**config.mk**
```make
export PLATFORM = sky130hd
export DESIGN_NAME = chain_frame_parser
export DESIGN_NICKNAME = d
export VERILOG_FILES = /design/src/rtl/chain_frame_pkg.sv /design/src/rtl/cfp_crc_accum.sv /design/src/rtl/cfp_len_track.sv /design/src/rtl/cfp_field_seq.sv /design/src/rtl/chain_frame_parser.sv
export SDC_FILE = /design/constraint.sdc
export NUM_CORES = 1
export LEC_CHECK = 0
export BUFFER_PORTS_ARGS = -buffer_cell sky130_fd_sc_hd__buf_4
export CAP_MARGIN = 20
export CORE_MARGIN = 2
export CORE_UTILIZATION = 30
export DETAILED_ROUTE_END_ITERATION = 12
export PLACE_DENSITY = 0.58
export SLEW_MARGIN = 40
export SYNTH_ARGS = -nofsm -noshare
export SYNTH_HDL_FRONTEND = slang
export SYNTH_HIERARCHICAL = 1
export SYNTH_SLANG_ARGS = --single-unit
```
**constraint.sdc**
```tcl
create_clock -name clk -period 5.9 [get_ports clk]
set_clock_uncertainty 0.15 [all_clocks]
set_input_delay 0.885 -clock clk [delete_from_list [all_inputs] [get_ports clk]]
set_output_delay 0.885 -clock clk [all_outputs]
set_load 0.02 [all_outputs]
```
**src/rtl/chain_frame_pkg.sv**
```systemverilog
package chain_frame_pkg;

   typedef enum logic [3:0] {
      FLD_IDLE,
      FLD_CMD,
      FLD_ADDR_HI,
      FLD_ADDR_LO,
      FLD_DATA_HI,
      FLD_DATA_LO,
      FLD_SUM_HI,
      FLD_SUM_LO,
      FLD_TAIL
   } field_t;

   typedef struct packed {
      logic restart;
      logic data_hi;
      logic data_lo;
      logic sum_hi;
      logic sum_lo;
      logic tail;
   } field_ctl_t;

   function automatic logic [15:0] mirror16(input logic [15:0] v);
      logic [15:0] r;
      for (int k = 0; k < 16; k++) r[k] = v[15-k];
      return r;
   endfunction

endpackage

```
**src/rtl/cfp_crc_accum.sv**
```systemverilog
module cfp_crc_accum #(
   parameter logic [15:0] POLY      = 16'h8005,
   parameter logic [15:0] SEED      = 16'h0000,
   parameter bit          MSB_FIRST = 1'b1
) (
   input  logic        clk,
   input  logic        rst,
   input  logic        clr,
   input  logic        step,
   input  logic [7:0]  din,
   output logic [15:0] crc
);

   logic [15:0] crc_q;
   logic [15:0] crc_nxt;

   generate
      if (MSB_FIRST) begin : g_msb
         always_comb begin
            crc_nxt = crc_q ^ {din, 8'h00};
            for (int b = 0; b < 8; b++) begin
               crc_nxt = crc_nxt[15] ? ((crc_nxt << 1) ^ POLY) : (crc_nxt << 1);
            end
         end
      end else begin : g_lsb
         localparam logic [15:0] POLY_R = chain_frame_pkg::mirror16(POLY);
         always_comb begin
            crc_nxt = crc_q ^ {8'h00, din};
            for (int b = 0; b < 8; b++) begin
               crc_nxt = crc_nxt[0] ? ((crc_nxt >> 1) ^ POLY_R) : (crc_nxt >> 1);
            end
         end
      end
   endgenerate

   always_ff @(posedge clk) begin
      if (rst || clr) crc_q <= SEED;
      else if (step)  crc_q <= crc_nxt;
   end

   assign crc = crc_q;

endmodule

```
**src/rtl/cfp_len_track.sv**
```systemverilog
module cfp_len_track #(
   parameter int MAX_NODES = 64,
   parameter int CNT_W     = $clog2(MAX_NODES + 1),
   parameter int IDX_W     = $clog2(MAX_NODES)
) (
   input  logic             clk,
   input  logic             rst,
   input  logic             load,
   input  logic [CNT_W-1:0] nodes_in,
   input  logic             advance,
   output logic [IDX_W-1:0] idx,
   output logic             last
);

   logic [CNT_W-1:0] nodes_q;
   logic [IDX_W-1:0] idx_q;

   always_ff @(posedge clk) begin
      if (rst) begin
         nodes_q <= CNT_W'(1);
         idx_q   <= '0;
      end else if (load) begin
         nodes_q <= nodes_in;
         idx_q   <= '0;
      end else if (advance && !last) begin
         idx_q   <= idx_q + IDX_W'(1);
      end
   end

   assign last = (CNT_W'(idx_q) + CNT_W'(1)) == nodes_q;
   assign idx  = idx_q;

endmodule

```
**src/rtl/cfp_field_seq.sv**
```systemverilog
module cfp_field_seq
   import chain_frame_pkg::*;
#(
   parameter logic [7:0] START_CODE = 8'hF0
) (
   input  logic       clk,
   input  logic       rst,
   input  logic       in_valid,
   input  logic [7:0] in_byte,
   input  logic       count_ok,
   input  logic       last_word,
   output field_ctl_t ctl
);

   field_t fld_q, fld_nxt;

   always_comb begin
      ctl     = '0;
      fld_nxt = fld_q;
      if (in_valid) begin
         if (in_byte == START_CODE) begin
            if (count_ok) begin
               ctl.restart = 1'b1;
               fld_nxt     = FLD_CMD;
            end else begin
               fld_nxt     = FLD_IDLE;
            end
         end else begin
            unique case (fld_q)
               FLD_IDLE:    fld_nxt = FLD_IDLE;
               FLD_CMD:     fld_nxt = FLD_ADDR_HI;
               FLD_ADDR_HI: fld_nxt = FLD_ADDR_LO;
               FLD_ADDR_LO: fld_nxt = FLD_DATA_HI;
               FLD_DATA_HI: begin
                  ctl.data_hi = 1'b1;
                  fld_nxt     = FLD_DATA_LO;
               end
               FLD_DATA_LO: begin
                  ctl.data_lo = 1'b1;
                  fld_nxt     = last_word ? FLD_SUM_HI : FLD_DATA_HI;
               end
               FLD_SUM_HI: begin
                  ctl.sum_hi = 1'b1;
                  fld_nxt    = FLD_SUM_LO;
               end
               FLD_SUM_LO: begin
                  ctl.sum_lo = 1'b1;
                  fld_nxt    = FLD_TAIL;
               end
               FLD_TAIL: begin
                  ctl.tail = 1'b1;
                  fld_nxt  = FLD_IDLE;
               end
               default:     fld_nxt = FLD_IDLE;
            endcase
         end
      end
   end

   always_ff @(posedge clk) begin
      if (rst) fld_q <= FLD_IDLE;
      else     fld_q <= fld_nxt;
   end

endmodule

```
**src/rtl/chain_frame_parser.sv**
```systemverilog
module chain_frame_parser
   import chain_frame_pkg::*;
#(
   parameter int          MAX_NODES     = 64,
   parameter logic [7:0]  START_CODE    = 8'hF0,
   parameter logic [7:0]  END_CODE      = 8'h0F,
   parameter logic [15:0] CRC_POLY      = 16'h8005,
   parameter logic [15:0] CRC_SEED      = 16'h0000,
   parameter bit          CRC_MSB_FIRST = 1'b1,
   localparam int         CNT_W         = $clog2(MAX_NODES + 1),
   localparam int         IDX_W         = $clog2(MAX_NODES)
) (
   input  logic             clk,
   input  logic             rst,
   input  logic             byte_valid,
   input  logic [7:0]       byte_data,
   input  logic [CNT_W-1:0] node_count,
   output logic             word_valid,
   output logic [15:0]      word_data,
   output logic [IDX_W-1:0] word_index,
   output logic             frame_done,
   output logic             crc_error,
   output logic             format_error
);

   if (MAX_NODES < 2) begin : g_bad_nodes
      $error("chain_frame_parser: MAX_NODES must be at least 2");
   end
   if (START_CODE == END_CODE) begin : g_bad_codes
      $error("chain_frame_parser: start and end patterns must differ");
   end
   if (CRC_POLY[0] != 1'b1) begin : g_bad_poly
      $error("chain_frame_parser: CRC polynomial must have its constant term set");
   end

   field_ctl_t       ctl;
   logic             count_ok;
   logic             last_word;
   logic [IDX_W-1:0] cur_idx;
   logic [15:0]      crc_acc;
   logic [7:0]       hi_q;
   logic [15:0]      rx_sum_q;

   assign count_ok = (node_count != '0) && (node_count <= CNT_W'(MAX_NODES));

   cfp_field_seq #(
      .START_CODE (START_CODE)
   ) u_seq (
      .clk       (clk),
      .rst       (rst),
      .in_valid  (byte_valid),
      .in_byte   (byte_data),
      .count_ok  (count_ok),
      .last_word (last_word),
      .ctl       (ctl)
   );

   cfp_len_track #(
      .MAX_NODES (MAX_NODES),
      .CNT_W     (CNT_W),
      .IDX_W     (IDX_W)
   ) u_len (
      .clk      (clk),
      .rst      (rst),
      .load     (ctl.restart),
      .nodes_in (node_count),
      .advance  (ctl.data_lo),
      .idx      (cur_idx),
      .last     (last_word)
   );

   cfp_crc_accum #(
      .POLY      (CRC_POLY),
      .SEED      (CRC_SEED),
      .MSB_FIRST (CRC_MSB_FIRST)
   ) u_crc (
      .clk  (clk),
      .rst  (rst),
      .clr  (ctl.restart),
      .step (ctl.data_hi | ctl.data_lo),
      .din  (byte_data),
      .crc  (crc_acc)
   );

   always_ff @(posedge clk) begin
      if (rst) begin
         word_valid   <= 1'b0;
         word_data    <= '0;
         word_index   <= '0;
         frame_done   <= 1'b0;
         crc_error    <= 1'b0;
         format_error <= 1'b0;
         hi_q         <= '0;
         rx_sum_q     <= '0;
      end else begin
         word_valid   <= ctl.data_lo;
         frame_done   <= ctl.tail;
         crc_error    <= ctl.tail && (rx_sum_q != crc_acc);
         format_error <= ctl.tail && (byte_data != END_CODE);
         if (ctl.data_hi) hi_q <= byte_data;
         if (ctl.data_lo) begin
            word_data  <= {hi_q, byte_data};
            word_index <= cur_idx;
         end
         if (ctl.sum_hi) rx_sum_q[15:8] <= byte_data;
         if (ctl.sum_lo) rx_sum_q[7:0]  <= byte_data;
      end
   end

endmodule

```
==> results.toml <==
[critical_path]
rrSetupSlack_ns = 2.83
start_kind = "input pin"
r2r_start = "u_seq/fld_q[3]"
worstPathArrival_ns = 3.69
worstSetupPathType = "in -> reg"
r2r_end = "u_crc/crc[11]"
critPathMaxFanout = 17
rr_worst_depth = 8
endpoint_kind = "register"
worstPathRequired_ns = 5.96

[layout]
final_common_cell = "dfxtp_1"
area_growth_syn_to_layout_pct = 19.2
finish.instance_area_sq_um = 4630
drive_gt1_share_pct = 18.9
diodes = 0
most-common-layout-cells = "dfxtp_1 (83), nor2_1 (77), mux2i_1 (65)"
layout.nets = 447

[placement]
place_hpwl_um = 6070
io_buffers = 43
dpl_cell_area_sq_um = 4330
gp_congestion = 0.800

[synthesis]
avgSynthCellArea_sq_um = 9.86
seq_area_frac_synth_pct = 42.8
ys_warn_count = 6
synth_ff_type = "dfxtp_1"
ys_types = 56
synth-async-reset-ratio_pct = 0
ys_ff_latch = 83
syn_nets = 413
synth_edf_count = 0
synthCells = 394
syn_area_sq_um = 3880

[clock_tree]
cts_setup_buffers = 0
ctsHoldBuffers = 0
clock-root-buffer = "clkbuf_16"
cts.clk_slew.worst_paths_ns = 0.06
clock_latency_ns = 0.34
cts_made_buffers = 9
cts_tree = "built"
h-tree-depth = 3
clockBufferDepth = 2
cts.sinks = 83
ctsResizeCount = 0

[floorplan]
die_h_um = 118
fp-row-count = 41
fp.dieW_um = 118
dieArea_sq_um = 13900
ios = 44
core-area_sq_um = 12600
initial_core_util_pct = 30.8

[global_route]
grt_pass1_wl_um = 14300
grt_pass1_vias = 2764
grt.total_usage_pct = 12.8
overflow = 0
grt_antenna_before_repair = 0
grt_max_degree = 68

[detailed_routing]
via_per_inst = 4.61
drc = 0
wire_per_inst_um = 14.1
via_count = 2787
ant_nets = 0
drt-total-wl_um = 8540
first_iter_violations = 125
drt_pass1_iterations = 5

[hold_path]
min-delay-path-class = "reg -> reg"
hold_depth = 2
hold_start = "hi_q[3]"
hold-path-endpoint = "hi_q[3]"

[flow_run]
max_cap_viol_count = 0

[pwr]
p_sw_mw = 0.261
internal-power_mw = 0.929
power_density_nw_per_um2 = 257
power_frac_seq_pct = 47.1
ir_drop_v = 0.000126
leakage_nw = 1.67
netSwitchingFraction_pct = 21.9
pwr-share-comb_pct = 5.3
share_clk_of_total_power_pct = 47.6

[timing]
fmax_mhz = 275
setup_viol = 0
grt_setup_unrepaired = "false"
fin_crit_sh_pct = 61.6
finalHoldViolations = 0
maxSlewHeadroom_pct = 54.6
period_minus_slack_ns = 3.63
worst_pin_slew_ns = 0.680
tns_ns = 0
holdWs_ns = 0.346
final_max_slew_viol_count = 0

[outcome]
status = "finished clean"
-- logic make-up (layout without fill, tap and decap cells) --
| kind of cell | after synthesis | after routing | share of synthesized area [%] |
|---|---|---|---|
| flops | 83 | 83 | 42.8 |
| mux | 65 | 65 | 16.8 |
| xor+xnor | 45 | 45 | 12.7 |
| fa+ha+maj | 1 | 1 | 0.322 |
| compound gates | 30 | 30 | 5.61 |
| simple gates | 139 | 139 | 17.9 |
| buf+inv | 31 | 70 | 3.96 |
-- worst max path at each step --
| stage | slack (ns) | endpoint | depth (start not counted) | startpoint |
|---|---|---|---|---|
| after global placement | 2.03 | u_crc/crc[11] | 10 | byte_data[6] |
| after CTS | 2.27 | u_crc/crc[11] | 10 | byte_data[6] |
| final | 2.27 | u_crc/crc[11] | 10 | byte_data[6] |
| after floorplan | 2.51 | u_crc/crc[10] | 11 | byte_data[6] |
| after detailed placement | 1.92 | u_crc/crc[11] | 10 | byte_data[6] |
| after global routing | 1.94 | u_crc/crc[15] | 10 | byte_data[6] |
-- synth_stat cells, types with 2 or more instances --
cell | instances | area [sq um]
or4_1 | 2 | 15.0
nor4_1 | 2 | 12.5
clkbuf_1 | 7 | 26.3
buf_1 | 4 | 15.0
nand2_1 | 18 | 67.6
xnor2_4 | 2 | 55.1
a21oi_1 | 5 | 25.0
xnor2_1 | 33 | 289
nor2b_1 | 2 | 12.5
dfxtp_1 | 83 | 1660
xnor2_2 | 4 | 65.1
o21ai_0 | 3 | 15.0
buf_4 | 6 | 45.0
nor3_1 | 3 | 15.0
a211oi_1 | 8 | 60.1
a31oi_1 | 2 | 12.5
nor4b_1 | 2 | 17.5
or3_1 | 6 | 37.5
nand4_1 | 6 | 37.5
nand3_1 | 2 | 10.0
nand3b_1 | 2 | 15.0
nor2_1 | 78 | 293
xor2_1 | 4 | 35.0
mux2i_1 | 65 | 651
nand4b_1 | 2 | 17.5
inv_1 | 6 | 22.5
o31ai_1 | 3 | 22.5
buf_2 | 6 | 30.0
-- layer usage --
layer  vias up  part of all wire [%]  track usage [%]
met5         -                     0                0
met1      1317                    50             17.5
met2        43                    45             19.7
met3         9                   2.9             2.62
met4         0                   1.7             5.42
li1       1418                     -                -
-- per-stage QoR --
stage               total power [mW]  util (%)  cells  setup slack, ns
floorplan                      0.611         -    394             2.51
global placement               0.635      34.3    589             2.03
detailed placement             0.636      34.3    589             1.92
CTS                             1.21      36.7    605             2.27
finish                          1.19      36.7    605             2.27
global route                    1.24      36.7    605             1.94
-- registers in the layout, indices dropped and copies added, names as in the netlist --
signal	count
hi_q	8
frame_done	1
u_seq/fld_q	4
u_len/nodes_q	7
crc_error	1
format_error	1
word_index	6
rx_sum_q	16
u_crc/crc	16
word_data	16
u_len/idx	6
word_valid	1
-- worst max-delay path, stage by stage --
cell,delay (ns)
buf_4,0.15
and4_4,0.20
a21oi_1,0.31
nand2_1,0.16
nor2_2,0.48
buf_4,0.39
or2_1,0.52
buf_4,0.30
mux2i_1,0.20
nor2_1,0.06
-- power groups by stage --
stage                     clock, mW  combinational, mW  sequential [mW]
after floorplan                   0             0.0378            0.573
after global placement            0             0.0622            0.573
after detailed placement          0             0.0632            0.573
after CTS                     0.584             0.0634            0.560
after global routing          0.610             0.0680            0.560
final                         0.567             0.0628            0.560
-- area by class of cell --
class,instances,area [sq um]
Clock buffer,11,243
Clock inverter,5,60.1
Multi-Input combinational cell,280,2070
Fill cell,1315,7990
Tap cell,172,215
Sequential cell,83,1660
Timing Repair Buffer,47,353
Inverter,7,26.3
No activity file was read; power rests on OpenSTA's default activity.
